<file path="config.mk">
export PLATFORM = sky130hd
export DESIGN_NAME = spi_dbuf_ctrl
export DESIGN_NICKNAME = d
export VERILOG_FILES = /design/src/rtl/spi_dbuf_pkg.sv /design/src/rtl/spi_dbuf_sclk.sv /design/src/rtl/spi_dbuf_tx.sv /design/src/rtl/spi_dbuf_rx.sv /design/src/rtl/spi_dbuf_ctrl.sv
export SDC_FILE = /design/constraint.sdc
export NUM_CORES = 1
export LEC_CHECK = 0
export ABC_AREA = 1
export ABC_CLOCK_PERIOD_IN_PS = 2850
export BUFFER_PORTS_ARGS = -buffer_cell sky130_fd_sc_hd__buf_4
export CAP_MARGIN = 20
export CORE_MARGIN = 3
export CORE_UTILIZATION = 60
export CTS_CLUSTER_SIZE = 16
export DETAILED_ROUTE_END_ITERATION = 10
export GPL_TIMING_DRIVEN = 0
export PLACE_DENSITY = 0.93
export REMOVE_ABC_BUFFERS = 1
export SYNTH_ARGS = -nofsm -noshare
export SYNTH_HDL_FRONTEND = slang
export SYNTH_SLANG_ARGS = --single-unit
</file>
<file path="constraint.sdc">
create_clock -name clk -period 2.85 [get_ports clk]
set_input_delay 0 -clock clk [delete_from_list [all_inputs] [get_ports clk]]
set_output_delay 0 -clock clk [all_outputs]
set_load 0.02 [all_outputs]
</file>
<file path="src/rtl/spi_dbuf_pkg.sv">
package spi_dbuf_pkg;

    localparam int unsigned BYTE_W      = 8;
    localparam int unsigned EDGES_FRAME = 2 * BYTE_W;
    localparam int unsigned ECNT_W      = $clog2(EDGES_FRAME);
    localparam int unsigned BCNT_W      = $clog2(BYTE_W);

    localparam int unsigned FLG_TXE = 0;
    localparam int unsigned FLG_RXF = 1;
    localparam int unsigned FLG_OVR = 2;
    localparam int unsigned FLG_N   = 3;

    typedef logic [BYTE_W-1:0] byte_t;

    // one serial clock edge as seen by the data path
    typedef struct packed {
        logic fire;   // an edge happens this cycle
        logic lead;   // edge leaves the idle level
        logic first;  // first edge of a frame
    } sclk_ev_t;

    // even edge numbers within a frame are leading edges
    function automatic logic edge_is_lead(input logic [ECNT_W-1:0] ecnt);
        return ~ecnt[0];
    endfunction

    // phase 0 samples on leading edges, phase 1 on trailing edges
    function automatic logic edge_is_sample(input logic lead, input logic cpha);
        return lead ^ cpha;
    endfunction

endpackage

</file>
<file path="src/rtl/spi_dbuf_sclk.sv">
module spi_dbuf_sclk
    import spi_dbuf_pkg::*;
#(
    parameter int unsigned DIV_W       = 8,
    parameter int unsigned SYNC_STAGES = 2
) (
    input  logic             clk,
    input  logic             rst,
    input  logic             master,
    input  logic             cpol,
    input  logic [DIV_W-1:0] div,
    input  logic             start,
    input  logic             ser_clk_i,
    output sclk_ev_t         ev,
    output logic             ser_clk_o,
    output logic             mid_frame
);

    localparam logic [DIV_W-1:0]  TMR_ONE  = 1;
    localparam logic [ECNT_W-1:0] ECNT_ONE = 1;
    localparam logic [ECNT_W-1:0] ECNT_END = ECNT_W'(EDGES_FRAME - 1);

    logic [DIV_W-1:0]       tmr_q;
    logic [ECNT_W-1:0]      ecnt_q;
    logic                   run_q;
    logic                   phase_q;
    logic [SYNC_STAGES-1:0] sync_q;
    logic                   sync_prev_q;
    logic                   m_fire;
    logic                   s_fire;

    // slave clock synchroniser, parked at the idle level during reset
    always_ff @(posedge clk) begin
        if (rst) begin
            sync_q      <= {SYNC_STAGES{cpol}};
            sync_prev_q <= cpol;
        end else begin
            sync_q      <= {sync_q[SYNC_STAGES-2:0], ser_clk_i};
            sync_prev_q <= sync_q[SYNC_STAGES-1];
        end
    end

    assign m_fire = master & run_q & (tmr_q == div);
    assign s_fire = ~master & (sync_q[SYNC_STAGES-1] ^ sync_prev_q);

    always_ff @(posedge clk) begin
        if (rst) begin
            tmr_q   <= '0;
            ecnt_q  <= '0;
            run_q   <= 1'b0;
            phase_q <= 1'b0;
        end else if (master) begin
            if (start && !run_q) begin
                run_q   <= 1'b1;
                tmr_q   <= '0;
                ecnt_q  <= '0;
                phase_q <= 1'b0;
            end else if (run_q) begin
                if (m_fire) begin
                    tmr_q   <= '0;
                    phase_q <= ~phase_q;
                    ecnt_q  <= ecnt_q + ECNT_ONE;
                    if (ecnt_q == ECNT_END) begin
                        run_q <= 1'b0;
                    end
                end else begin
                    tmr_q <= tmr_q + TMR_ONE;
                end
            end
        end else begin
            run_q <= 1'b0;
            if (s_fire) begin
                ecnt_q <= ecnt_q + ECNT_ONE;
            end
        end
    end

    assign ev.fire   = m_fire | s_fire;
    assign ev.lead   = edge_is_lead(ecnt_q);
    assign ev.first  = (ecnt_q == '0);
    assign ser_clk_o = phase_q ^ cpol;
    assign mid_frame = master ? run_q : (ecnt_q != '0);

endmodule

</file>
<file path="src/rtl/spi_dbuf_tx.sv">
module spi_dbuf_tx
    import spi_dbuf_pkg::*;
(
    input  logic  clk,
    input  logic  rst,
    input  logic  wr,
    input  byte_t wdata,
    input  logic  clr,
    input  logic  mid_frame,
    input  logic  shift_en,
    output logic  load,
    output logic  full,
    output logic  txe,
    output logic  sdo
);

    byte_t hold_q;
    byte_t sh_q;
    logic  full_q;
    logic  txe_q;

    // the buffer is handed over only between frames
    assign load = full_q & ~mid_frame;

    always_ff @(posedge clk) begin
        if (rst) begin
            hold_q <= '0;
            sh_q   <= '0;
            full_q <= 1'b0;
            txe_q  <= 1'b0;
        end else begin
            if (wr) begin
                hold_q <= wdata;
            end
            full_q <= wr | (full_q & ~load);
            if (load) begin
                sh_q <= hold_q;
            end else if (shift_en) begin
                sh_q <= {sh_q[BYTE_W-2:0], 1'b0};
            end
            txe_q <= load | (txe_q & ~clr);
        end
    end

    assign full = full_q;
    assign txe  = txe_q;
    assign sdo  = sh_q[BYTE_W-1];

endmodule

</file>
<file path="src/rtl/spi_dbuf_rx.sv">
module spi_dbuf_rx
    import spi_dbuf_pkg::*;
(
    input  logic  clk,
    input  logic  rst,
    input  logic  smp_en,
    input  logic  sdi,
    input  logic  clr_rxf,
    input  logic  clr_ovr,
    output byte_t data,
    output logic  rxf,
    output logic  ovr
);

    localparam logic [BCNT_W-1:0] BCNT_ONE = 1;
    localparam logic [BCNT_W-1:0] BCNT_END = BCNT_W'(BYTE_W - 1);

    byte_t             sh_q;
    byte_t             buf_q;
    logic [BCNT_W-1:0] bcnt_q;
    logic              held_q;
    logic              rxf_q;
    logic              ovr_q;

    byte_t sh_nxt;
    logic  done;
    logic  lose;
    logic  take_new;
    logic  take_held;

    assign sh_nxt    = {sh_q[BYTE_W-2:0], sdi};
    assign done      = smp_en & (bcnt_q == BCNT_END);
    assign lose      = smp_en & (bcnt_q == '0) & held_q & rxf_q;
    assign take_new  = done & ~rxf_q;
    assign take_held = held_q & ~rxf_q;

    always_ff @(posedge clk) begin
        if (rst) begin
            sh_q   <= '0;
            buf_q  <= '0;
            bcnt_q <= '0;
            held_q <= 1'b0;
            rxf_q  <= 1'b0;
            ovr_q  <= 1'b0;
        end else begin
            if (smp_en) begin
                sh_q   <= sh_nxt;
                bcnt_q <= bcnt_q + BCNT_ONE;
            end
            if (take_new) begin
                buf_q <= sh_nxt;
            end else if (take_held) begin
                buf_q <= sh_q;
            end
            if (done && rxf_q) begin
                held_q <= 1'b1;
            end else if (take_held || lose) begin
                held_q <= 1'b0;
            end
            rxf_q <= take_new | take_held | (rxf_q & ~clr_rxf);
            ovr_q <= lose | (ovr_q & ~clr_ovr);
        end
    end

    assign data = buf_q;
    assign rxf  = rxf_q;
    assign ovr  = ovr_q;

endmodule

</file>
<file path="src/rtl/spi_dbuf_ctrl.sv">
module spi_dbuf_ctrl
    import spi_dbuf_pkg::*;
#(
    parameter int unsigned DIV_W       = 8,
    parameter int unsigned SYNC_STAGES = 2
) (
    input  logic             clk,
    input  logic             rst,
    input  logic             cfg_master,
    input  logic             cfg_cpol,
    input  logic             cfg_cpha,
    input  logic [DIV_W-1:0] cfg_div,
    input  logic             tx_wr,
    input  logic [7:0]       tx_data,
    input  logic [2:0]       flag_clr,
    output logic [7:0]       rx_data,
    output logic             txe_req,
    output logic             rxf_req,
    output logic             ovr_flag,
    output logic             busy,
    output logic             ser_clk_o,
    input  logic             ser_clk_i,
    output logic             ser_do,
    input  logic             ser_di
);

    sclk_ev_t ev;
    logic     mid_frame;
    logic     load;
    logic     tx_full;
    logic     smp_en;
    logic     shift_en;

    spi_dbuf_sclk #(
        .DIV_W       (DIV_W),
        .SYNC_STAGES (SYNC_STAGES)
    ) u_sclk (
        .clk       (clk),
        .rst       (rst),
        .master    (cfg_master),
        .cpol      (cfg_cpol),
        .div       (cfg_div),
        .start     (load),
        .ser_clk_i (ser_clk_i),
        .ev        (ev),
        .ser_clk_o (ser_clk_o),
        .mid_frame (mid_frame)
    );

    // sampling edges feed the receiver, the others advance the transmitter;
    // the opening edge of a frame never shifts (it presents bit 7)
    assign smp_en   = ev.fire & edge_is_sample(ev.lead, cfg_cpha);
    assign shift_en = ev.fire & ~edge_is_sample(ev.lead, cfg_cpha) & ~ev.first;

    spi_dbuf_tx u_tx (
        .clk       (clk),
        .rst       (rst),
        .wr        (tx_wr),
        .wdata     (tx_data),
        .clr       (flag_clr[FLG_TXE]),
        .mid_frame (mid_frame),
        .shift_en  (shift_en),
        .load      (load),
        .full      (tx_full),
        .txe       (txe_req),
        .sdo       (ser_do)
    );

    spi_dbuf_rx u_rx (
        .clk     (clk),
        .rst     (rst),
        .smp_en  (smp_en),
        .sdi     (ser_di),
        .clr_rxf (flag_clr[FLG_RXF]),
        .clr_ovr (flag_clr[FLG_OVR]),
        .data    (rx_data),
        .rxf     (rxf_req),
        .ovr     (ovr_flag)
    );

    assign busy = cfg_master & (tx_full | mid_frame);

endmodule

</file>
## Word-level counts from Yosys, hierarchy flattened

Index checks and enable logic that the tools add are counted.

| storage, ports and cells | value |
|---|---|
| latch bits | 0 |
| memory bits (read-only) | 0 |
| RAM bits | 0 |
| memories | 0 |
| bits in registers | 57 |
| input port bits | 27 |

| cells by class | value |
|---|---|
| add/sub/neg operators | 3 |
| multiply operators | 0 |
| magnitude comparators | 0 |
| equal/unequal tests | 5 |
| shift operators | 0 |
| bitwise operators | 39 |
| divide/modulo/power cells | 0 |
| muxes and demuxes | 24 |
| reduce and logical (&&, ||, !) cells | 17 |

Operators by type and width:

| kind | number |
|---|---|
| $mux 8 | 7 |
| $mux 4 | 5 |
| $and 1x1->1 | 18 |
| $reduce_bool 2->1 | 6 |
| $mux 1 | 11 |
| $not 1->1 | 11 |
| $add 8x1->8 const B | 1 |
| $eq 8x8->1 | 1 |
| $or 1x1->1 | 7 |
| $ne 3x1->1 const B | 2 |
| $reduce_and 3->1 | 2 |
| $add 4x1->4 const B | 1 |
| $eq 4x4->1 const B | 1 |
| $logic_not 4->1 | 1 |
| $reduce_bool 4->1 | 1 |
| $add 3x1->3 const B | 1 |
| $eq 3x3->1 const B | 1 |
| $logic_not 3->1 | 1 |
| $xor 1x1->1 | 3 |
| $logic_and 1x1->1 | 2 |
| $mux 2 | 1 |
| $reduce_and 2->1 | 1 |
| $reduce_or 2->1 | 1 |
| $logic_not 1->1 | 1 |
| $logic_or 1x1->1 | 1 |

## Longest topological paths before layout

Gate-level depths: netlist (run 1).

| logic depth | value |
|---|---|
| depth in word-level cells | 10 |
| mapped depth | 14 |
| depth with buffers taken out | 13 |

## Modules after synthesis

A second synthesis (run 1) with hierarchy kept.

| unflattened totals | value |
|---|---|
| cells, all modules | 410 |
| area total of the unflattened synthesis | 2934.1 um^2 |

By module, submodules not included:

| module | cells an instance | area an instance (um^2) | sequential area each (um^2) | times used |
|---|---|---|---|---|
| spi_dbuf_sclk | 156 | 1013.5 | 340.3 | 1 |
| spi_dbuf_rx | 137 | 994.7 | 440.4 | 1 |
| spi_dbuf_tx | 103 | 864.6 | 360.3 | 1 |
| spi_dbuf_ctrl | 14 | 61.3 | 0.0 | 1 |

## Worst setup path before layout (run 1)

OpenSTA, ideal clock, no wires.

| timing path | value |
|---|---|
| path type | reg2reg |
| start | register u_sclk.ecnt_q[0] |
| end | register u_sclk.ecnt_q[3] |
| slack | 1319 ps |
| path buffers | 0 |
| cell stages (with the launch flop) | 10 |
| arrival | 1413 ps |
| period minus slack after synthesis | 1531 ps |
| cells stage by stage | dfxtp_1 > inv_1 > ha_1 > nand2_1 > nand2_1 > nand3_1 > or2_0 > o21ai_0 > o21bai_1 > nor2_1 |

| between the ends | value |
|---|---|
| word-level cells in the longest chain between the ends | 7 |
| elaborated cells on any way between the ends | 14 |
| those cells by class | add/sub (1); eq/ne (2); mux (6); bitwise (2); reduce/logical (3) |

RTL lines:

| item | RTL line | text |
|---|---|---|
| start: declaration | spi_dbuf_sclk.sv:24 | `logic [ECNT_W-1:0] ecnt_q;` |
| start signal: assignment | spi_dbuf_sclk.sv:62 | `ecnt_q <= ecnt_q + ECNT_ONE;` |
| start signal: assignment | spi_dbuf_sclk.sv:73 | `ecnt_q <= ecnt_q + ECNT_ONE;` |
| branches (longest 7 deep; another with $add 4x1->4) | -- |  |

Several ways; the timed one is not identified. The select of a mux whose other input is x is not followed.
A chain may end at the register's enable or synchronous reset.

==> impl_metrics.toml, run 1 <==
[layout]
n_antenna_cell = 0
drive_above_1_share_pct = 16.13
nFillCells = 259
area_growth_pct = 26.25
final_nets = 463

[sta]
hold_viol_final = 0
whs_ns = 0.04612
max_freq_ghz = 0.4575
finalSetupTns_ns = 0
finalCritPeriodShare_pct = 76.69
rsz0062_at_grt = "false"
fin_worst_skew_ns = 0.005682
relSlewSlack_pct = 31.43
period_minus_slack_ns = 2.186
final_max_slew_viol_count = 0
final-setup-viol-count = 0
tightest_slew_ns = 1.027

[floorplanning]
floorplan.rows = 23
die_y_um = 72.70
ios = 41
fp.dieW_um = 72.70
die-area_sq_um = 5285
coreArea_sq_um = 4144
initial_core_util_pct = 64.40

[synthesis]
synth_area_per_cell_sq_um = 7.233
synthArstFlopShare_pct = 0
synth_edf_count = 0
synth.top_cell.area_share_pct = 42.76
ys_ff_latch = 57
synth_cell_types = 33
synth_commonest_cells = "nand2_1 (89), dfxtp_1 (57), inv_1 (46), a21oi_1 (40), nor2_1 (35)"
ys_seq_area_share_pct = 42.76
synthTopCellsByArea = "dfxtp_1 (43%), nand2_1 (13%), a21oi_1 (7.5%)"
yosys.cell_count.top_type = "nand2_1"
syn-cell-area_sq_um = 2669
synth_area_leader_cell = "dfxtp_1"
yosys_warnings = 0
postSynthCellCount = 369
ys.flop_type = "dfxtp_1"

[power]
ir_worst_vdd_mv = 0.3905
p_leak_nw = 1.569
powerDensity_nw_per_um2 = 535.1

[drt]
drc = 0
viasPerCell = 5.333
wl_per_cell_um = 13.03
routed_wl_um = 6307
drtIter0Drc = 198
ant_nets = 0
vias = 2581
first_pass_iters = 5

[status]
status = "finished, final reports clean"

[cts]
clock_sinks = 57
clk_pin_slew_ns = 0.06
worst_skew_pair.late_latency_ns = 0.33
cts_tree = "yes"
clk_path_buf_depth = 2
numCtsBuffers = 9
root_buffer = "clkbuf_8"
htreeDepth = 3
cts_resized = 0

[setup_path]
worst_setup_path_start_kind = "input pin"
critical_path_required_ns = 3.12
cp.arrival_ns = 2.46
cp-end-kind = "register"
crit_type = "input pin to register"
crit_fanout = 38

[global_route]
grt_max_degree = 39
grt.overflow.total = 0
antenna_found_initial = 0
grt_pass1_vias = 2452
grt_first_pass_wirelength_um = 10780
grt.total_usage_pct = 25.98

[place]
gp_congestion = 0.8039
place.detailed.hpwl_um = 4034
port_buffers = 40

[hold_path]
hold_class = "input pin to register"

[flow_run]
cap_violations = 0
state kept, by name (all words and copies together), names as in the netlist:
signal / flops
u_sclk.sync_prev_q: 1
u_tx.txe: 1
u_rx.data: 8
u_tx.sh_q: 8
u_rx.rxf: 1
u_sclk.run_q: 1
u_rx.ovr: 1
u_sclk.tmr_q: 8
u_sclk.sync_q: 2
u_rx.sh_q: 8
u_sclk.ecnt_q: 4
u_sclk.phase_q: 1
u_tx.hold_q: 8
u_rx.bcnt_q: 3
u_tx.full: 1
u_rx.held_q: 1
per-layer routing:
layer / GRT usage (%) / share of wire, % / vias up
met4: 10.45 / 1.7 / 0
met2: 45.89 / 51 / 79
met5: 0 / 0 / -
met3: 7.025 / 4.5 / 13
met1: 29.47 / 43 / 1187
li1: - / - / 1302
cell type report:
| class | count | area [sq um] | share of cell area (%) |
|---|---|---|---|
| Clock buffer | 12 | 165.2 | 4.902 |
| Clock inverter | 3 | 15.01 | 0.4456 |
| Inverter | 50 | 187.7 | 5.570 |
| Multi-Input combinational cell | 249 | 1267 | 37.62 |
| Sequential cell | 57 | 1141 | 33.87 |
| Tap cell | 50 | 62.56 | 1.857 |
| Timing Repair Buffer | 63 | 530.5 | 15.74 |
worst paths after layout:
check / startpoint / endpoint / slack [ns] / depth (start not counted)
setup / recovery: rst / u_tx.hold_q[5] / 0.66 / 6
hold / removal: cfg_master / u_sclk.tmr_q[0] / 0.05 / 4
setup reg to reg: u_sclk.ecnt_q[0] / u_sclk.ecnt_q[3] / 0.71 / 9
hold reg to reg: u_sclk.sync_q[0] / u_sclk.sync_q[1] / 0.42 / 2
power breakdown:
group | switching, mW | internal (mW) | leakage, nW
logic | 0.151 | 0.106 | 1.01
registers | 0.0255 | 0.841 | 0.466
clock network | 0.304 | 0.377 | 0.0980
total | 0.480 | 1.32 | 1.57
cells by family after synthesis:
| group | count (synthesis) | synth area share, % |
|---|---|---|
| and+or+nand+nor | 156 | 26.44 |
| xor gates and xnor gates | 10 | 3.282 |
| AOI/OAI and AO/OA | 77 | 14.96 |
| DFF | 57 | 42.76 |
| adders and majority gates | 6 | 2.813 |
| buffers and inverters | 63 | 9.752 |
through the flow:
step / cells / worst slack, ns / cell area (sq um) / power [mW] / util, %
3_5_place_dp: 446 / 0.7095 / 2959 / 1.105 / 71.41
3_3_place_gp: 446 / 0.8324 / 2959 / 1.091 / 71.41
6_report: 484 / 0.6643 / 3369 / 1.803 / 81.31
5_1_grt: 484 / 0.4455 / 3369 / 1.882 / 81.31
4_1_cts: 484 / 0.6961 / 3369 / 1.802 / 81.31
2_1_floorplan: 356 / 1.117 / 2596 / 1.022 / -
repair_timing:
item                      4_1_cts  5_1_grt
hold buffers                   23        0
hold endpoints to repair       21        0
setup buffers                   0        0
worst max-delay path, stage by stage:
cell and delay, ns:
dlygate4sd3_1 0.53, buf_4 0.18, inv_1 0.75, o21ai_0 0.27, nor2_1 0.16, dlygate4sd3_1 0.55
cells in the final DEF, fill, tap and decap left out, types with 2 or more instances in the layout:
cell type,n
nand2_1,89
dfxtp_1,57
inv_1,46
a21oi_1,40
buf_4,40
nor2_1,35
o21ai_0,31
dlygate4sd3_1,23
clkbuf_8,12
nand4_1,9
ha_1,6
xor2_1,5
xnor2_1,5
nand3_1,5
inv_2,4
nand2_4,3
nor3_1,3
nor3b_1,3
clkinv_2,3
nor2_2,2
Note: power is estimated with default switching activity, not from simulation.
==> run 2, diff against run 1 <==
ABC_CLOCK_PERIOD_IN_PS = 2100   (was 2850)
CORE_UTILIZATION = 56   (was 60)
PLACE_DENSITY = 0.88   (was 0.93)
clock period = 2.1 ns   (was 2.85 ns; I/O delays follow)
==> impl_metrics.toml, run 2 (synthesis gave the netlist of run 1 again) <==
[sta]
period_minus_slack_ns = 1.918
hold_viol_final = 0
fin_ws_ns = 0.1819
max_freq_ghz = 0.5214
tightest_slew_ns = 0.5646
finalCritPeriodShare_pct = 91.34
fin_worst_skew_ns = 0.006341
finalSetupTns_ns = 0
final-setup-viol-count = 0
rsz0062_at_grt = "false"
relSlewSlack_pct = 62.28
final_max_slew_viol_count = 0

[layout]
n_antenna_cell = 0
area_growth_pct = 26.16
final_nets = 462
mostFrequentLayoutCells = "nand2_1 (88), dfxtp_1 (57), inv_1 (45)"
drive_above_1_share_pct = 16.59
final_common_cell = "nand2_1"

[setup_path]
crit_type = "register to register"
cp.arrival_ns = 2.14
cp-end-kind = "register"
critical_path_required_ns = 2.32
worst_setup_path_start_kind = "register"
crit_fanout = 11

[drt]
viasPerCell = 5.230
first_pass_iters = 5
drtIter0Drc = 210
vias = 2542
wl_per_cell_um = 12.83
routed_wl_um = 6234
drc = 0
ant_nets = 0

[global_route]
use_met3_pct = 8.144
grt.overflow.total = 0
antenna_found_initial = 0
grtUsageMet2_pct = 39.56
grt.total_usage_pct = 24.31
met1_usage_pct = 29.28
grt_first_pass_wirelength_um = 10160
grt_pass1_vias = 2325
grt.busiest_layer = "met2"
grt_max_degree = 39

[cts]
numCtsBuffers = 9
clock_sinks = 57
worst_skew_pair.late_latency_ns = 0.34
clk_pin_slew_ns = 0.06
clk_path_buf_depth = 2
root_buffer = "clkbuf_8"
cts_tree = "yes"
post_cts_buffers = 0
htreeDepth = 3

[place]
post-place-ws_ns = 0.01891
gp_congestion = 0.7848
port_buffers = 40
place.detailed.hpwl_um = 3782

[floorplanning]
floorplan.rows = 24
fp.dieW_um = 75.04
coreArea_sq_um = 4474
ios = 41
initial_core_util_pct = 59.65
die-area_sq_um = 5630
die_y_um = 75.04

[power]
p_leak_nw = 1.555
powerDensity_nw_per_um2 = 721.4
ir_worst_vdd_mv = 0.4778

[status]
status = "finished, final reports clean"

[flow_run]
cap_violations = 0

[hold_path]
hold_class = "input pin to register"
[run 2: cell types whose count changed in the layout (fill, tap and decap cells not counted)]
cell,previous run,this run
nand2_1,89,88
nand3_2,1,2
clkbuf_8,12,11
o21ai_1,0,1
dlygate4sd3_1,23,22
o21ai_0,31,30
clkinvlp_4,0,1
nand2_2,1,2
clkbuf_1,0,2
inv_1,46,45
nand3_1,5,4
[run 2: cell type report]
cell class	instances	area, sq um
clock inverter	3	15.01
fill	324	1107
clock buffer	13	158.9
timing repair buffer	62	520.5
inverter	50	191.4
sequential	57	1141
multi-input combinational	249	1275
tap	52	65.06
[run 2: worst paths after layout]
kind	startpoint	endpoint	slack (ns)	cells after the start
worst max-delay path	u_sclk.ecnt_q[0]	u_sclk.ecnt_q[3]	0.18	9
worst min-delay path	cfg_master	u_sclk.tmr_q[0]	0.04	4
worst max register to register	u_sclk.ecnt_q[0]	u_sclk.ecnt_q[3]	0.18	9
worst min register to register	u_sclk.sync_q[0]	u_sclk.sync_q[1]	0.41	2
[run 2: timing repair]
item / CTS / global route
endpoints found under the setup margin: 1 / 20
endpoints found under the hold margin: 21 / 0
pin swaps: 0 / 0
hold buffers: 22 / 0
gates cloned: 0 / 0
resized for setup: 1 / 3
[run 2: critical path: stages (launching register included)]
cell and delay, ns:
dfxtp_1 0.35, inv_1 0.10, ha_1 0.17, nand2_1 0.06
nand2_1 0.09, nand3_2 0.18, or2_0 0.29, o21ai_1 0.35
o21bai_1 0.17, nor2_1 0.05
[run 2: routing by layer]
metal	vias up	wire, um
met2	85	3120
li1	1297	-
met4	0	158
met1	1143	2599
met3	17	356
met5	-	0
[run 2: metrics by stage]
stage | std cells | hold WS (ns) | power, mW | area, sq um | util [%]
4_1_cts | 486 | 0.02714 | 2.432 | 3356 | 75.00
6_report | 486 | 0.03631 | 2.429 | 3367 | 75.25
3_3_place_gp | 448 | 0.1954 | 1.482 | 2962 | 66.19
2_1_floorplan | 356 | 0.06907 | 1.387 | 2596 | -
5_1_grt | 486 | 0.04385 | 2.543 | 3367 | 75.25
3_5_place_dp | 448 | 0.2103 | 1.495 | 2962 | 66.19
[run 2: power breakdown]
part / total [mW] / leakage [nW] / internal [mW] / switching, mW
Combinational: 0.350 / 0.996 / 0.143 / 0.207
Sequential: 1.17 / 0.466 / 1.14 / 0.0333
Clock: 0.905 / 0.0932 / 0.487 / 0.418
==> run 3, diff against run 2 <==
CORE_UTILIZATION = 58   (was 56)
CTS_BUF_LIST = sky130_fd_sc_hd__clkbuf_8   (was default)
PLACE_DENSITY = 0.9   (was 0.88)
==> impl_metrics.toml, run 3 (synthesis gave the netlist of run 1 again) <==
[layout]
n_antenna_cell = 0
area_growth_pct = 24.61
final_common_cell = "nand2_1"
final_area_sq_um = 3326
drive_above_1_share_pct = 15.55
final_nets = 460
mostFrequentLayoutCells = "nand2_1 (88), dfxtp_1 (57), inv_1 (51)"
nFillCells = 321

[floorplanning]
floorplan.rows = 24
die_y_um = 73.84
ios = 41
coreArea_sq_um = 4384
initial_core_util_pct = 60.87
fp.dieW_um = 73.84
die-area_sq_um = 5452

[cts]
numCtsBuffers = 9
clk_pin_slew_ns = 0.06
htreeDepth = 3
cts_tree = "yes"
clk_path_buf_depth = 2
post_cts_buffers = 0
root_buffer = "clkbuf_8"
worst_skew_pair.late_latency_ns = 0.33
clock_sinks = 57

[setup_path]
rrSetupSlack_ns = 0.21
crit_fanout = 11
crit_start = "u_sclk.ecnt_q[0]"
worst_setup_path_start_kind = "register"
r2r-end = "u_sclk.ecnt_q[3]"
ff2ff_path_depth = 9
crit-reg2reg-launch = "u_sclk.ecnt_q[0]"
critical_path_required_ns = 2.32
crit_type = "register to register"
cp.arrival_ns = 2.11
cp-end-kind = "register"

[drt]
routed_wl_um = 6141
first_pass_iters = 4
wl_per_cell_um = 12.71
vias = 2556
ant_nets = 0
drtIter0Drc = 281
drc = 0
viasPerCell = 5.292

[status]
status = "finished, final reports clean"

[power]
powerDensity_nw_per_um2 = 708.2
ir_worst_vdd_mv = 0.4868
power.share.combinational_pct = 14.7
seq_power_share_pct = 50.0
net-switching-power_mw = 0.6412
pwr-share-clk_pct = 35.3
cell_internal_pwr_mw = 1.714
p_leak_nw = 1.553
switching_share_pct = 27.23

[hold_path]
hold_class = "input pin to register"
hold_depth = 3
hold_end = "u_rx.sh_q[0]"
hold_start = "ser_di"

[sta]
max_freq_ghz = 0.5295
finalSetupTns_ns = 0
period_minus_slack_ns = 1.889
fin_worst_skew_ns = 0.003785
rsz0062_at_grt = "false"
finalCritPeriodShare_pct = 89.93
tightest_slew_ns = 1.005
hold_viol_final = 0
final_max_slew_viol_count = 0
final-setup-viol-count = 0
relSlewSlack_pct = 32.91

[global_route]
grt_first_pass_wirelength_um = 10400
grt_pass1_vias = 2363
antenna_found_initial = 0
grt.overflow.total = 0
grt_max_degree = 39
grt.total_usage_pct = 24.79

[flow_run]
cap_violations = 0

[place]
place.detailed.hpwl_um = 3810
gp_congestion = 0.7969
port_buffers = 40
dpl-instance-area_sq_um = 2962
-- run 3: cell count changes in the layout (fill, tap and decap cells not counted) --
cell           change
clkbuf_1           -2
dlygate4sd3_1      -2
clkinvlp_4         -1
inv_1              +6
clkbuf_8           -1
clkinv_2           -3
-- run 3: area by class of cell --
type | count | area [sq um] | area share [%]
clock inverter | 5 | 18.77 | 0.5643
inverter | 50 | 187.7 | 5.643
tap | 52 | 65.06 | 1.956
multi-input combinational | 249 | 1275 | 38.34
clock buffer | 10 | 137.6 | 4.138
sequential | 57 | 1141 | 34.31
timing repair buffer | 60 | 500.5 | 15.05
-- run 3: repair_timing --
item | in CTS | in global routing
setup endpoints to repair | 1 | 16
gates resized for setup | 1 | 2
endpoints found under the hold margin | 19 | 0
hold buffers | 20 | 0
-- run 3: power groups by stage --
stage          logic [mW]  clock network, mW  registers (mW)
2_1_floorplan       0.194                  0            1.19
3_3_place_gp        0.288                  0            1.19
3_5_place_dp        0.301                  0            1.20
4_1_cts             0.337              0.826            1.17
5_1_grt             0.389              0.887            1.18
6_report            0.347              0.831            1.18
-- run 3: per-stage QoR --
stage | power [mW] | worst slack, ns | hold slack, ns | std cells | util, %
2_1_floorplan | 1.387 | 0.3674 | 0.06907 | 356 | -
3_3_place_gp | 1.481 | 0.08589 | 0.1944 | 448 | 67.55
3_5_place_dp | 1.497 | 0.01285 | 0.2027 | 448 | 67.55
4_1_cts | 2.337 | 0.1322 | 0.008619 | 483 | 75.68
5_1_grt | 2.459 | 0.03990 | 0.01731 | 483 | 75.86
6_report | 2.355 | 0.2114 | 0.002012 | 483 | 75.86
-- run 3: critical path, stage by stage (launching register included) --
cell and delay (ns):
dfxtp_1 0.36, inv_1 0.09, ha_1 0.17, nand2_1 0.06
nand2_1 0.10, nand3_2 0.18, or2_0 0.29, o21ai_1 0.30
o21bai_1 0.17, nor2_1 0.05
-- run 3: routing by layer --
layer | part of all wire [%] | global-route usage (%) | vias to the layer above
li1 | - | - | 1287
met1 | 42 | 29.36 | 1165
met2 | 50 | 42.62 | 91
met3 | 6.0 | 4.788 | 13
met4 | 2.0 | 11.87 | 0
met5 | 0 | 0 | -
-- run 3: worst max-delay path by stage --
stage                     cells past startpoint  slack, ns          endpoint
after floorplan                               9       0.37  u_sclk.ecnt_q[3]
after global routing                          8       0.04      u_tx.sh_q[6]
final                                         9       0.21  u_sclk.ecnt_q[3]
after detailed placement                      9       0.01  u_sclk.ecnt_q[3]
after global placement                        9       0.09  u_sclk.ecnt_q[3]
after CTS                                     9       0.13  u_sclk.ecnt_q[3]
